==> config.mk <==
export PLATFORM = sky130hd
export DESIGN_NAME = spi_csq_master
export DESIGN_NICKNAME = d
export VERILOG_FILES = /design/src/rtl/spi_csq_pkg.sv /design/src/rtl/spi_csq_shift.sv /design/src/rtl/spi_csq_seq.sv /design/src/rtl/spi_csq_fault.sv /design/src/rtl/spi_csq_master.sv
export SDC_FILE = /design/constraint.sdc
export NUM_CORES = 1
export LEC_CHECK = 0
export BUFFER_PORTS_ARGS = -buffer_cell sky130_fd_sc_hd__buf_2
export CORE_ASPECT_RATIO = 0.5
export CORE_MARGIN = 2
export CORE_UTILIZATION = 30
export DETAILED_ROUTE_END_ITERATION = 10
export HOLD_SLACK_MARGIN = 0.12
export PLACE_DENSITY = 0.59
export SETUP_SLACK_MARGIN = 0.5
export SYNTH_ARGS = -nofsm -noshare
export SYNTH_HDL_FRONTEND = slang
export SYNTH_SLANG_ARGS = --single-unit
export TNS_END_PERCENT = 1
==> constraint.sdc <==
create_clock -name clk -period 2.35 [get_ports clk]
set_input_delay 0.47 -clock clk [delete_from_list [all_inputs] [get_ports clk]]
set_output_delay 0.47 -clock clk [all_outputs]
set_load 0.03 [all_outputs]
==> src/rtl/spi_csq_pkg.sv <==
package spi_csq_pkg;
  typedef enum logic [1:0] {
    SQ_IDLE,
    SQ_SETTLE,
    SQ_SHIFT,
    SQ_TAIL
  } seq_state_t;
endpackage

==> src/rtl/spi_csq_shift.sv <==
module spi_csq_shift #(
  parameter int DW    = 8,
  parameter int DIV_W = 8
) (
  input  logic             clk,
  input  logic             rst_n,
  input  logic             start,
  input  logic             abort,
  input  logic [DW-1:0]    din,
  input  logic [DIV_W-1:0] div,
  input  logic             miso,
  output logic             sck,
  output logic             mosi,
  output logic             busy,
  output logic             done,
  output logic [DW-1:0]    dout
);
  localparam int BW = (DW > 1) ? $clog2(DW) : 1;

  logic [DIV_W-1:0] div_eff, dcnt;
  logic [BW-1:0]    bcnt;
  logic [DW-1:0]    tsh, rsh;
  logic             busy_r, sck_r, done_r;
  logic             tick;

  assign div_eff = (div == '0) ? DIV_W'(1) : div;
  assign tick    = (dcnt == div_eff - DIV_W'(1));

  always_ff @(posedge clk or negedge rst_n) begin
    if (!rst_n) begin
      busy_r <= 1'b0;
      sck_r  <= 1'b0;
      done_r <= 1'b0;
      dcnt   <= '0;
      bcnt   <= '0;
      tsh    <= '0;
      rsh    <= '0;
    end else begin
      done_r <= 1'b0;
      if (abort) begin
        busy_r <= 1'b0;
        sck_r  <= 1'b0;
        dcnt   <= '0;
      end else if (start) begin
        busy_r <= 1'b1;
        sck_r  <= 1'b0;
        dcnt   <= '0;
        bcnt   <= '0;
        tsh    <= din;
      end else if (busy_r) begin
        if (tick) begin
          dcnt <= '0;
          if (!sck_r) begin
            sck_r <= 1'b1;
            rsh   <= {rsh[DW-2:0], miso};
          end else begin
            sck_r <= 1'b0;
            tsh   <= {tsh[DW-2:0], 1'b0};
            if (bcnt == BW'(DW-1)) begin
              busy_r <= 1'b0;
              done_r <= 1'b1;
            end else begin
              bcnt <= bcnt + BW'(1);
            end
          end
        end else begin
          dcnt <= dcnt + DIV_W'(1);
        end
      end
    end
  end

  assign sck  = sck_r;
  assign mosi = busy_r & tsh[DW-1];
  assign busy = busy_r;
  assign done = done_r;
  assign dout = rsh;

  AST_SCK_IDLE_LOW: assert property (@(posedge clk) disable iff (!rst_n)
    !busy_r |-> !sck_r);
  AST_MOSI_HELD_HIGH: assert property (@(posedge clk) disable iff (!rst_n)
    (sck_r && $past(sck_r)) |-> $stable(mosi));
endmodule

==> src/rtl/spi_csq_seq.sv <==
module spi_csq_seq
  import spi_csq_pkg::*;
#(
  parameter int NCS   = 4,
  parameter int DW    = 8,
  parameter int DLY_W = 8,
  parameter int SW    = (NCS > 1) ? $clog2(NCS) : 1
) (
  input  logic               clk,
  input  logic               rst_n,
  input  logic               fault,
  input  logic               master_en,
  input  logic [NCS-1:0]     keep,
  input  logic [NCS*DLY_W-1:0] tail_cfg,
  input  logic [NCS*DLY_W-1:0] settle_cfg,
  input  logic               wr_valid,
  input  logic [DW-1:0]      wr_data,
  input  logic [SW-1:0]      wr_sel,
  output logic               wr_ready,
  output logic               start,
  output logic [DW-1:0]      word,
  input  logic               done,
  output logic               cs_act,
  output logic [SW-1:0]      cur
);
  seq_state_t       st;
  logic [DLY_W-1:0] cnt;
  logic [DLY_W-1:0] tail_a   [NCS];
  logic [DLY_W-1:0] settle_a [NCS];
  logic             buf_full, act_r;
  logic [DW-1:0]    buf_data;
  logic [SW-1:0]    buf_sel, cur_r;

  for (genvar g = 0; g < NCS; g++) begin : g_cfg
    assign tail_a[g]   = tail_cfg[g*DLY_W +: DLY_W];
    assign settle_a[g] = settle_cfg[g*DLY_W +: DLY_W];
  end

  assign wr_ready = master_en && !fault && !buf_full;

  always_comb begin
    start = 1'b0;
    if (!fault) begin
      if (st == SQ_IDLE && buf_full && act_r && buf_sel == cur_r) start = 1'b1;
      if (st == SQ_SETTLE && cnt == '0) start = 1'b1;
    end
  end

  always_ff @(posedge clk or negedge rst_n) begin
    if (!rst_n) begin
      st       <= SQ_IDLE;
      cnt      <= '0;
      buf_full <= 1'b0;
      buf_data <= '0;
      buf_sel  <= '0;
      cur_r    <= '0;
      act_r    <= 1'b0;
    end else if (fault) begin
      st       <= SQ_IDLE;
      cnt      <= '0;
      buf_full <= 1'b0;
      act_r    <= 1'b0;
    end else begin
      if (wr_valid && wr_ready) begin
        buf_full <= 1'b1;
        buf_data <= wr_data;
        buf_sel  <= wr_sel;
      end else if (start) begin
        buf_full <= 1'b0;
      end
      case (st)
        SQ_IDLE: begin
          if (buf_full) begin
            if (act_r && buf_sel == cur_r) begin
              st <= SQ_SHIFT;
            end else begin
              act_r <= 1'b0;
              cur_r <= buf_sel;
              cnt   <= settle_a[buf_sel];
              st    <= SQ_SETTLE;
            end
          end
        end
        SQ_SETTLE: begin
          if (cnt == '0) begin
            act_r <= 1'b1;
            st    <= SQ_SHIFT;
          end else begin
            cnt <= cnt - DLY_W'(1);
          end
        end
        SQ_SHIFT: begin
          if (done) begin
            if (!keep[cur_r] && !buf_full) act_r <= 1'b0;
            cnt <= tail_a[cur_r];
            st  <= SQ_TAIL;
          end
        end
        default: begin
          if (cnt == '0) st <= SQ_IDLE;
          else cnt <= cnt - DLY_W'(1);
        end
      endcase
    end
  end

  assign word   = buf_data;
  assign cs_act = act_r;
  assign cur    = cur_r;

  AST_BUF_HELD: assert property (@(posedge clk) disable iff (!rst_n)
    (buf_full && !start && !fault) |=> (buf_full && $stable(buf_data)));
  AST_SELECT_IN_SHIFT: assert property (@(posedge clk) disable iff (!rst_n)
    (st == SQ_SHIFT && !fault) |-> act_r);
endmodule

==> src/rtl/spi_csq_fault.sv <==
module spi_csq_fault (
  input  logic clk,
  input  logic rst_n,
  input  logic master_en,
  input  logic nss_in,
  input  logic clr,
  output logic fault
);
  logic nss_q, flt_r;

  always_ff @(posedge clk or negedge rst_n) begin
    if (!rst_n) begin
      nss_q <= 1'b1;
      flt_r <= 1'b0;
    end else begin
      nss_q <= nss_in;
      if (clr) flt_r <= 1'b0;
      else if (master_en && !nss_q) flt_r <= 1'b1;
    end
  end

  assign fault = flt_r;

  AST_FAULT_STICKY: assert property (@(posedge clk) disable iff (!rst_n)
    (flt_r && !clr) |=> flt_r);
  AST_FAULT_SETS: assert property (@(posedge clk) disable iff (!rst_n)
    (master_en && !nss_q && !clr) |=> flt_r);
endmodule

==> src/rtl/spi_csq_master.sv <==
module spi_csq_master #(
  parameter int NCS   = 4,
  parameter int DW    = 8,
  parameter int DLY_W = 8,
  parameter int DIV_W = 8,
  localparam int SW   = (NCS > 1) ? $clog2(NCS) : 1
) (
  input  logic               clk,
  input  logic               rst_n,
  input  logic               master_en,
  input  logic [DIV_W-1:0]   cfg_div,
  input  logic [NCS-1:0]     cfg_keep,
  input  logic [NCS*DLY_W-1:0] cfg_tail,
  input  logic [NCS*DLY_W-1:0] cfg_settle,
  input  logic               wr_valid,
  output logic               wr_ready,
  input  logic [DW-1:0]      wr_data,
  input  logic [SW-1:0]      wr_sel,
  output logic               rd_valid,
  output logic [DW-1:0]      rd_data,
  output logic               sck,
  output logic               mosi,
  input  logic               miso,
  output logic [NCS-1:0]     cs_n,
  input  logic               nss_in,
  input  logic               fault_clr,
  output logic               mode_fault
);
  logic          fault, start, done, busy, cs_act;
  logic [DW-1:0] word;
  logic [SW-1:0] cur;

  spi_csq_fault u_fault (
    .clk(clk), .rst_n(rst_n), .master_en(master_en),
    .nss_in(nss_in), .clr(fault_clr), .fault(fault)
  );

  spi_csq_seq #(.NCS(NCS), .DW(DW), .DLY_W(DLY_W), .SW(SW)) u_seq (
    .clk(clk), .rst_n(rst_n), .fault(fault), .master_en(master_en),
    .keep(cfg_keep), .tail_cfg(cfg_tail), .settle_cfg(cfg_settle),
    .wr_valid(wr_valid), .wr_data(wr_data), .wr_sel(wr_sel),
    .wr_ready(wr_ready), .start(start), .word(word), .done(done),
    .cs_act(cs_act), .cur(cur)
  );

  spi_csq_shift #(.DW(DW), .DIV_W(DIV_W)) u_shift (
    .clk(clk), .rst_n(rst_n), .start(start), .abort(fault), .din(word),
    .div(cfg_div), .miso(miso), .sck(sck), .mosi(mosi), .busy(busy),
    .done(done), .dout(rd_data)
  );

  for (genvar g = 0; g < NCS; g++) begin : g_cs
    assign cs_n[g] = !(cs_act && cur == SW'(g));
  end

  assign rd_valid   = done;
  assign mode_fault = fault;

  AST_CS_STEADY_IN_BYTE: assert property (@(posedge clk) disable iff (!rst_n || fault)
    (busy && $past(busy)) |-> $stable(cs_n));
  AST_NO_DIRECT_SWITCH: assert property (@(posedge clk) disable iff (!rst_n)
    (cs_n != '1 && $past(cs_n) != '1) |-> cs_n == $past(cs_n));
  AST_QUIET_AFTER_FAULT: assert property (@(posedge clk) disable iff (!rst_n)
    fault |=> (cs_n == '1 && !sck));
endmodule

==> flow_summary.ini <==
[power_and_ir_drop]
swShare = 0.386
p_switching_w = 0.00193
cellPowerDensity_nw_per_um2 = 940
sequentialPowerShare = 0.303
power.share.clock = 0.155
power_w = 0.00501
max-vdd-ir-drop_mv = 0.533
p_int_w = 0.00307
power.leakage_nw = 2.37
combPwrFrac = 0.542

[die]
core_area_um2 = 12000
start_util = 0.312
die_h_um = 83.0
fp-row-count = 28
die_w_um = 162
dieArea_um2 = 13400
io_pins = 110

[status]
status = finished, violations left
violations = setup timing

[timing]
slew_headroom = 0.679
rsz0062_at_grt = yes
tightestPinTransition_ns = 0.478
setup_ws_ns = -0.270
worst_hold_slack_ns = 0.264
setup_viol = 20
timing.final.crit_period_ns = 2.62
fin_crit_sh = 1.12
hold_viol = 0
slew_viol_final = 0
fmax_mhz = 382
clock_skew_ns = 0.0108

[worst_setup_path]
cp.required_ns = 2.58
rr_startpoint = u_seq.cnt[5]
cp-start-kind = input pin
crit_arrival_ns = 2.85
r2r_cells = 7
ff2ff_setup_slack_ns = -0.07
path_max_fanout = 11
worstSetupEndpointType = register
reg2reg_to = u_shift.dout[5]
path_class = input pin to register
startpoint = cfg_div[2]
endpoint = u_shift.sck

[synth]
ys_async_sr_fraction = 1.00
netlist_area_um2 = 3740
ys_warn_count = 0
synth_edf_count = 0
ys_seq_area_frac = 0.375
ys_types = 59
syn_avg_cell_area_um2 = 10.2
ys_ff_latch = 56
synthCells = 367
syn-num-nets = 469
synth_flop_cell = dfrtp_1

[global_route]
grt_pass1_vias = 3560
grt_pass1_wl_um = 17200
grt_max_degree = 49
track_usage = 0.155
gr-total-overflow = 0
antenna_found_initial = 0

[route]
drtAntennaViolNets = 0
first_pass_iters = 4
finalWirelength_um = 10300
vias = 3452
via_per_inst = 5.01
route.detailed.wl_per_inst_um = 15.0
drt_iter0_drc = 202
drc = 0

[clocking]
cts_buffer_depth = 2
cts_max_level = 2
clk_latency_ns = 0.30
clk_pin_slew_ns = 0.07
clockRootBuffer = clkbuf_16
cts.sinks = 56
cts_tree = done
cts_inserted_buffers = 5

[placement]
place_ws_ns = -0.848
io_buffers = 109
dp.cells = 679
gp_routability_congestion = 0.807
placed_area_um2 = 4870
dpl.hpwl_um = 7890

[layout]
final_cell_area_um2 = 5320
drive_gt1_frac = 0.508
n_antenna_cell = 0
syn_to_final_growth_pct = 42.3
fin_cells = 689
nets = 625

[min_path]
hold_path_class = input pin to register

[run]
cap_violations = 0
flip-flops by register name, indices dropped and copies added, names as in the netlist:
signal and flops:
u_seq.cnt 8, u_seq.word 8, u_shift.dcnt 8, u_shift.dout 8, u_shift.tsh 8, u_shift.bcnt 3
u_seq.buf_sel 2, u_seq.cur 2, u_seq.st 2, u_fault.fault 1, u_fault.nss_q 1, u_seq.buf_full 1
u_seq.cs_act 1, u_shift.busy 1, u_shift.done 1, u_shift.sck 1
stage by stage:
stage          setup TNS (ns)  utilization
2_1_floorplan          -15.87            -
3_3_place_gp           -16.05        0.407
3_5_place_dp           -17.23        0.407
4_1_cts                 -2.82        0.427
5_1_grt                 -6.51        0.444
6_report                -3.17        0.444
cell type report:
cell class	count	area [um2]
fillers	1173	6660
multi-input cells	279	2430
flip-flops and latches	56	1410
inverters	10	37.5
repair buffers	171	1100
clock buffers	5	125
well taps	165	206
clock inverters	3	22.5
worst min path at each step:
stage / start / endpoint / slack [ns] / cells past startpoint
2_1_floorplan: rst_n / u_fault.fault / 0.17 / 0
3_3_place_gp: rst_n / u_seq.cs_act / 0.35 / 1
3_5_place_dp: rst_n / u_seq.st[1] / 0.35 / 1
4_1_cts: nss_in / u_fault.nss_q / 0.26 / 1
5_1_grt: nss_in / u_fault.nss_q / 0.25 / 1
6_report: nss_in / u_fault.nss_q / 0.26 / 1
placed cells by master (no fill, tap or decap), drive strengths merged, types with 3 or more instances in the layout:
| cell type | Yosys | final |
|---|---|---|
| nor2b | 11 | 11 |
| nor4 | 6 | 6 |
| mux2 | 20 | 20 |
| nor3b | 4 | 4 |
| and2 | 5 | 5 |
| nor3 | 7 | 7 |
| a211oi | 7 | 7 |
| xor2 | 8 | 8 |
| mux4 | 17 | 17 |
| buf | 7 | 170 |
| nor2 | 21 | 21 |
| inv | 9 | 10 |
| dfrtp | 55 | 55 |
| o21ai | 14 | 14 |
| a22oi | 5 | 5 |
| clkinv | 1 | 3 |
| nand2b | 4 | 4 |
| nand3 | 5 | 5 |
| nand4 | 5 | 5 |
| a21oi | 23 | 23 |
| o41ai | 3 | 3 |
| a311oi | 4 | 4 |
| nand2 | 40 | 40 |
| or3 | 4 | 4 |
| and3 | 4 | 4 |
| clkbuf | 15 | 5 |
| ha | 9 | 9 |
| nand3b | 3 | 3 |
| xnor2 | 10 | 10 |
| mux2i | 6 | 6 |
cells by family (layout without fill, tap and decap cells):
group	count (synthesis)	after routing	synth area share
AOI/OAI and AO/OA	76	76	0.137
xor gates and xnor gates	18	18	0.0422
adders and majority gates	9	9	0.0301
buffers and inverters	32	189	0.0355
DFF	56	56	0.375
muxes	43	43	0.179
and+or+nand+nor	133	133	0.202
layer usage:
| layer | vias to the layer above | part of all wire | routed length (um) | GRT usage |
|---|---|---|---|---|
| li1 | 1672 | - | - | - |
| met1 | 1699 | 0.49 | 5050 | 0.223 |
| met4 | 0 | 0.010 | 107 | 0.0346 |
| met5 | - | 0 | 0 | 0 |
| met3 | 9 | 0.041 | 421 | 0.0245 |
| met2 | 72 | 0.46 | 4750 | 0.247 |
critical path, stage by stage:
cell and delay (ns):
buf_6 0.10, nor4_4 0.31, a31oi_1 0.13, ha_1 0.31, xnor2_1 0.13, a221oi_2 0.20
and4_1 0.24, nand4_1 0.19, buf_4 0.20, buf_6 0.14, or3_1 0.31, a21oi_1 0.12
cells in the mapped netlist, drive strengths merged (8+ instances only):
library cell,n,share of area
nor2b,11,0.018
nand2,40,0.041
o21ai,14,0.019
mux4,17,0.10
ha,9,0.030
inv,9,0.0090
clkbuf,15,0.015
a21oi,23,0.032
xor2,8,0.019
nor2,21,0.021
mux2,20,0.060
xnor2,10,0.023
dfrtp,55,0.37
repair_timing:
action                                  CTS  global route
hold endpoints to repair                  8             0
pin swaps                                14            18
setup buffers                             0             1
gates resized for setup                  20            56
hold buffers                              1             0
endpoints found under the setup margin   54            54
power by group through the flow:
stage               clock network, W  registers [W]  logic [W]
global route                0.000838        0.00156    0.00297
finish                      0.000774        0.00152    0.00271
detailed placement                 0        0.00151    0.00235
global placement                   0        0.00150    0.00231
floorplan                          0        0.00142    0.00164
CTS                         0.000792        0.00149    0.00237
Power figures use the tool's default switching activity.
